===== src/rtl/conv_clk_div.sv =====
module conv_clk_div #(
  parameter int HI_W = 5,
  parameter int LO_W = 3,
  parameter int CONV_PERIODS = 14
) (
  input  logic            clk,
  input  logic            rst,
  input  logic            cfg_we,
  input  logic [HI_W-1:0] cfg_hi,
  input  logic [LO_W-1:0] cfg_lo,
  input  logic            cfg_legacy,
  output logic [HI_W-1:0] cfg_hi_q,
  output logic [LO_W-1:0] cfg_lo_q,
  output logic            cfg_legacy_q,
  output logic            qclk,
  output logic            rise_stb,
  output logic            fall_stb,
  input  logic            conv_start,
  output logic            conv_busy,
  output logic            conv_done
);
  localparam int CW = (HI_W > LO_W) ? HI_W : LO_W;
  localparam int TW = $clog2(CONV_PERIODS + 1);
  localparam logic [TW-1:0] LAST = TW'(CONV_PERIODS - 1);

  logic [CW-1:0] cnt, lim;
  logic [TW-1:0] seen;

  wire at_end = (cnt == lim);

  always_ff @(posedge clk) begin
    if (rst) begin
      cfg_hi_q     <= '0;
      cfg_lo_q     <= '0;
      cfg_legacy_q <= 1'b0;
    end else if (cfg_we) begin
      cfg_hi_q     <= cfg_hi;
      cfg_lo_q     <= cfg_lo;
      cfg_legacy_q <= cfg_legacy;
    end
  end

  always_ff @(posedge clk) begin
    if (rst) begin
      qclk     <= 1'b0;
      cnt      <= '0;
      lim      <= '0;
      rise_stb <= 1'b0;
      fall_stb <= 1'b0;
    end else begin
      rise_stb <= at_end & ~qclk;
      fall_stb <= at_end & qclk;
      if (at_end) begin
        qclk <= ~qclk;
        cnt  <= '0;
        lim  <= qclk ? CW'(cfg_lo_q) : CW'(cfg_hi_q);
      end else begin
        cnt <= cnt + 1'b1;
      end
    end
  end

  always_ff @(posedge clk) begin
    if (rst) begin
      conv_busy <= 1'b0;
      conv_done <= 1'b0;
      seen      <= '0;
    end else begin
      conv_done <= 1'b0;
      if (!conv_busy) begin
        if (conv_start) begin
          conv_busy <= 1'b1;
          seen      <= '0;
        end
      end else if (rise_stb) begin
        if (seen == LAST) begin
          conv_busy <= 1'b0;
          conv_done <= 1'b1;
          seen      <= '0;
        end else begin
          seen <= seen + 1'b1;
        end
      end
    end
  end
endmodule



===== config.mk =====
export PLATFORM = sky130hd
export DESIGN_NAME = conv_clk_div
export DESIGN_NICKNAME = d
export VERILOG_FILES = /design/src/rtl/conv_clk_div.sv
export SDC_FILE = /design/constraint.sdc
export NUM_CORES = 1
export LEC_CHECK = 0
export BUFFER_PORTS_ARGS = -buffer_cell sky130_fd_sc_hd__buf_2
export CAP_MARGIN = 20
export CORE_MARGIN = 4
export CORE_UTILIZATION = 30
export DETAILED_ROUTE_END_ITERATION = 6
export HOLD_SLACK_MARGIN = 0.08
export PLACE_DENSITY_LB_ADDON = 0.25
export REMOVE_ABC_BUFFERS = 1
export SLEW_MARGIN = 30
export SYNTH_ARGS = -nofsm -noshare
export SYNTH_HDL_FRONTEND = slang
export SYNTH_SLANG_ARGS = --single-unit

===== constraint.sdc =====
create_clock -name clk -period 3 [get_ports clk]
set_input_delay 0.15 -clock clk [delete_from_list [all_inputs] [get_ports clk]]
set_output_delay 0.15 -clock clk [all_outputs]
set_load 0.05 [all_outputs]

==> results.cfg, run 1 <==
[critical_path]
cp_slowest_cell = dfxtp_1
startpoint_type = flop
critPathCaptureType = flop
crit_chain = inv_1, ha_1, nand3_1, nor2b_1, a31oi_1, a21oi_1
slowest_delay_ps = 390
crit_fanout = 4
arrival_ps = 1580
critPathKind = reg -> reg
worstPathRequired_ps = 3200

[synthesis]
syn_area_sq_um = 1275
yosys_warnings = 0
synth_cell_type_count = 34
synth-seq-area-share_pct = 43.96
synth_seq_cells = 28
synth_cells = 116
syn_avg_cell_area_sq_um = 10.99

[routing]
wl_mm = 2.335
drc = 0
route.vias.total = 886
drt_pass1_iterations = 4
post_drt_wl_per_cell_microns = 12.23
postRouteAntennaNets = 0
dr.first_iter.drc_count = 48
viasPerCell = 4.639

[sta]
hold_viol = 0
min_period_over_period_pct = 46.11
slew_headroom_pct = 57.99
timing.setup.tns_ps = 0
clock-skew-final_ps = 3.587
setup_slack_ps = 1617
setup_viol_count_final = 0
final-max-slew-violation-count = 0
fmax_ghz = 0.7229
tightestPinTransition_ps = 630.1
period_minus_slack_ps = 1383
rsz0062_at_grt = false

[global_route]
antenna_found_initial = 0
grt_max_degree = 29
grt_overflow = 0
grt_first_pass_wirelength_mm = 3.898
grt_use_total_pct = 9.127
grt_pass1_vias = 875

[die]
dieArea_sq_um = 5357
ios = 27
die_width_microns = 73.19
die_y_microns = 73.19
start_util_pct = 31.42
core_sq_um = 4058
num_rows = 23

[flow_run]
drv_cap = 0

[power_and_ir_drop]
switching_share_pct = 38.48
clkPwrFrac_pct = 21.8
p_leak_uw = 0.0006173
intPower_uw = 814.5
ir_drop_mv = 0.3261
power_density_nw_per_um2 = 872.4
p_seq_share_pct = 37.1
switching_power_uw = 509.5
combPwrFrac_pct = 41.1

[clock_network]
cts_buffer_depth = 2
cts.clk_slew.worst_paths_ps = 90
cts_buffers = 3
cts_num_sinks = 28
cts_hold_buf = 0
root_buffer = clkbuf_8
post_cts_buffers = 0
clkLatencyLatePin_ps = 270
cts_max_level = 1
post_cts_resized = 0
cts_tree = built

[final_layout]
final_cell_mix = dfxtp_1 (28), buf_2 (26), mux2i_1 (14), nor2_1 (13), a21oi_1 (8)
nNetsFinal = 158
antenna_cells = 0
nFillCells = 399
area_growth_pct = 19.04
final_common_cell = dfxtp_1
drive_gt1_share_pct = 36.17

[place]
dp_hpwl_mm = 1.759
numPortBuffers = 26
preCtsSetupSlack_ps = 1653
place_congestion = 0.7479

[worst_hold_path]
hold_path_class = in -> reg

[outcome]
status = complete, no violations
## registers in the layout, summed over array words and instances, names as in the netlist
register      count
seen              4
qclk              1
cfg_legacy_q      1
cfg_lo_q          3
cnt               5
conv_done         1
conv_busy         1
fall_stb          1
rise_stb          1
cfg_hi_q          5
lim               5
## power groups by stage
| stage | clock network, uW | registers [uW] | logic [uW] |
|---|---|---|---|
| 4_1_cts | 299 | 492 | 548 |
| 2_1_floorplan | 0 | 565 | 380 |
| 6_report | 289 | 491 | 544 |
| 5_1_grt | 313 | 502 | 587 |
| 3_3_place_gp | 0 | 499 | 538 |
| 3_5_place_dp | 0 | 500 | 547 |
## Yosys cell counts
cell type,count,area share (%)
nand3b_1,1,0.59
a22oi_1,1,0.59
xor2_1,2,1.4
nand2_1,2,0.59
nor2_8,1,1.6
buf_1,1,0.29
nand3_4,1,1.4
nor2_1,13,3.8
inv_1,2,0.59
o21ai_1,2,0.79
buf_2,2,0.79
a211oi_2,3,2.9
and3_4,1,0.88
nor3_2,4,3.1
xnor2_2,5,6.4
nor2b_1,1,0.49
clkbuf_1,2,0.59
nand4b_1,2,1.4
nand2b_1,1,0.49
xnor2_1,1,0.69
nor4b_2,1,1.2
nor3_1,3,1.2
nor3b_1,1,0.59
nor4_4,1,1.7
dfxtp_1,28,44
and2_2,1,0.59
ha_1,3,2.9
a21oi_1,8,3.1
mux2i_1,14,11
nor3b_2,1,0.98
nand3_1,4,1.6
nand2_2,1,0.49
a31oi_1,1,0.49
o21bai_2,1,0.88
## metrics by stage
step	cells	power, uW	cell area, sq um	hold slack [ps]	util [%]
floorplan	111	945.4	1254	214.6	-
global placement	187	1037	1446	382.0	35.65
detailed placement	187	1046	1446	397.3	35.65
CTS	191	1339	1518	110.0	37.40
global route	191	1402	1518	138.7	37.40
finish	191	1324	1518	112.2	37.40
## metal layers
metal	GRT usage (%)	up-vias	routed length, microns
met5	0	-	0
met4	3.074	0	25
met3	1.928	2	76
met2	15.09	12	1191
met1	11.72	420	1043
li1	-	452	-
## cell type report
cell class / instances / area, sq um / share of cell area (%)
Tap cell: 50 / 62.56 / 4.122
Sequential cell: 28 / 560.5 / 36.93
Clock buffer: 3 / 41.29 / 2.721
Timing Repair Buffer: 26 / 130.1 / 8.574
Inverter: 2 / 7.507 / 0.4946
Multi-Input combinational cell: 81 / 685.7 / 45.18
Clock inverter: 1 / 30.03 / 1.979
## worst max-delay path: cells and delay by family (launching register included)
kind,cells,cell delay [ps]
compound gates,2,280
fa+ha+maj,1,170
buf+inv,1,60
flops,1,390
simple gates,2,420
## path summary, 6_finish.rpt
check	endpoint	slack [ps]	start	cells past startpoint
max	seen[3]	1620	seen[1]	6
min	cfg_lo_q[0]	110	cfg_lo[0]	3
max reg2reg	seen[3]	1620	seen[1]	6
min reg2reg	cfg_legacy_q	500	cfg_legacy_q	2
## kinds of logic (layout without fill, tap and decap cells)
logic type	Yosys count	after routing	synth area share [%]
AND/OR/NAND/NOR	40	40	22.57
flip-flops	28	28	43.96
AO/OA/AOI/OAI	16	16	8.833
multiplexers	14	14	10.99
XOR/XNOR	8	8	8.440
buffers and inverters	7	32	2.257
adder cells (fa/ha/maj)	3	3	2.944
Note: power is estimated with default switching activity, not from simulation.
==> run 2: changes to the inputs <==
- clock period: 3 -> 1.31 ns (I/O delays scaled with it)
==> run 2 against run 1 <==
Against the previous run:
- first-iteration DRC count shrank 31%
- design area up 7.3%
- clock power up 57%
- flip-flop and latch count is the same
- critical path type unchanged
- largest cell class unchanged
==> results.cfg, run 2 (synthesis results as in run 1) <==
[routing]
drt_pass1_iterations = 4
drc = 0
viasPerCell = 4.578
wl_mm = 2.557
post_drt_wl_per_cell_microns = 12.53
postRouteAntennaNets = 0
route.vias.total = 934
dr.first_iter.drc_count = 33

[sta]
fmax_ghz = 0.8227
slew_headroom_pct = 72.44
rsz0062_at_grt = false
setup_viol_count_final = 0
period_minus_slack_ps = 1216
tightestPinTransition_ps = 413.4
hold_viol = 0
final-max-slew-violation-count = 0
setup_slack_ps = 94.44
min_period_over_period_pct = 92.79
clock-skew-final_ps = 2.577

[global_route]
antenna_found_initial = 0
grt_max_degree = 18
grt_use_total_pct = 10.21
grt_overflow = 0
grt_first_pass_wirelength_mm = 4.319
grt_pass1_vias = 948

[clock_network]
cts_tree = built
cts_buffer_depth = 2
cts_max_level = 1
cts.clk_slew.worst_paths_ps = 90
cts_buffers = 3
clkLatencyLatePin_ps = 270
root_buffer = clkbuf_8
cts_num_sinks = 28

[die]
die_y_microns = 73.19
start_util_pct = 31.42
core_sq_um = 4058
num_rows = 23
dieArea_sq_um = 5357
ios = 27
die_width_microns = 73.19

[final_layout]
nNetsFinal = 172
drive_gt1_share_pct = 37.66
area_growth_pct = 27.77
final_common_cell = buf_2
finalNonFillerCells = 204
finish.instance_area_sq_um = 1629
multi_input_area_sq_um = 693.2
reg.largest.list = cfg_hi_q (5), cnt (5), lim (5)
nFillCells = 386
final_cell_mix = buf_2 (26), dfxtp_1 (25), mux2i_1 (14), nor2_1 (13), dlygate4sd3_1 (10)
seq_area_sq_um = 564.3
antenna_cells = 0

[place]
dp_cells = 191
preCtsSetupSlack_ps = -18.80
dp_hpwl_mm = 1.891
place_congestion = 0.7867
numPortBuffers = 26
place_area_sq_um = 1476

[power_and_ir_drop]
ir_drop_mv = 0.8152
p_leak_uw = 0.0006759
power_density_nw_per_um2 = 1792

[critical_path]
critPathKind = reg -> reg
crit_fanout = 9
critPathCaptureType = flop
worstPathRequired_ps = 1460
startpoint_type = flop
arrival_ps = 1370

[worst_hold_path]
hold_path_class = in -> reg

[outcome]
status = complete, no violations

[flow_run]
drv_cap = 0
[run 2: final cells by class]
type	instances	area share (%)
inverters	2	0.4608
flip-flops and latches	28	34.64
well taps	50	3.840
multi-input cells	81	42.55
clock buffers	3	2.535
repair buffers	40	15.98
[run 2: metrics by stage]
stage	utilization, %	setup TNS (ps)	power [uW]	hold slack (ps)
4_1_cts	39.93	0	2940	207.4
3_3_place_gp	36.39	0	2427	300.3
2_1_floorplan	-	-190.6	2165	130.1
3_5_place_dp	36.39	-18.80	2460	308.8
6_report	40.15	0	2919	203.6
5_1_grt	40.15	0	3097	210.7
[run 2: worst paths after layout]
path	from	to	slack [ps]	cells after the start
setup / recovery	lim[4]	lim[2]	90	4
hold / removal	rst	seen[0]	200	2
setup reg to reg	lim[4]	lim[2]	90	4
hold reg to reg	cfg_legacy_q	cfg_legacy_q	510	2
[run 2: layer usage]
metal  part of all wire [%]  vias up  global-route usage (%)  routed length (microns)
met5                      0        -                       0                        0
met4                    1.1        0                   3.689                       29
met1                     45      436                   13.82                     1162
met3                    3.2        2                   2.617                       81
met2                     50       12                   15.59                     1284
li1                       -      484                       -                        -
[run 2: timing repair]
| item | CTS | global route |
|---|---|---|
| hold buffers | 10 | 0 |
| resized for setup | 1 | 4 |
| setup endpoints to repair | 2 | 4 |
| setup buffers | 0 | 0 |
| endpoints found under the hold margin | 10 | 0 |
[run 2: where the power goes]
part,internal [uW],switching [uW],total [uW]
clock network,206,247,453
logic,535,817,1350
registers,980,134,1110
[run 2: worst max-delay path, stage by stage (launching register included)]
cell and delay, ps:
dfxtp_1 350, xnor2_2 240, nand3_4 170, nor2_8 240, a211oi_2 100
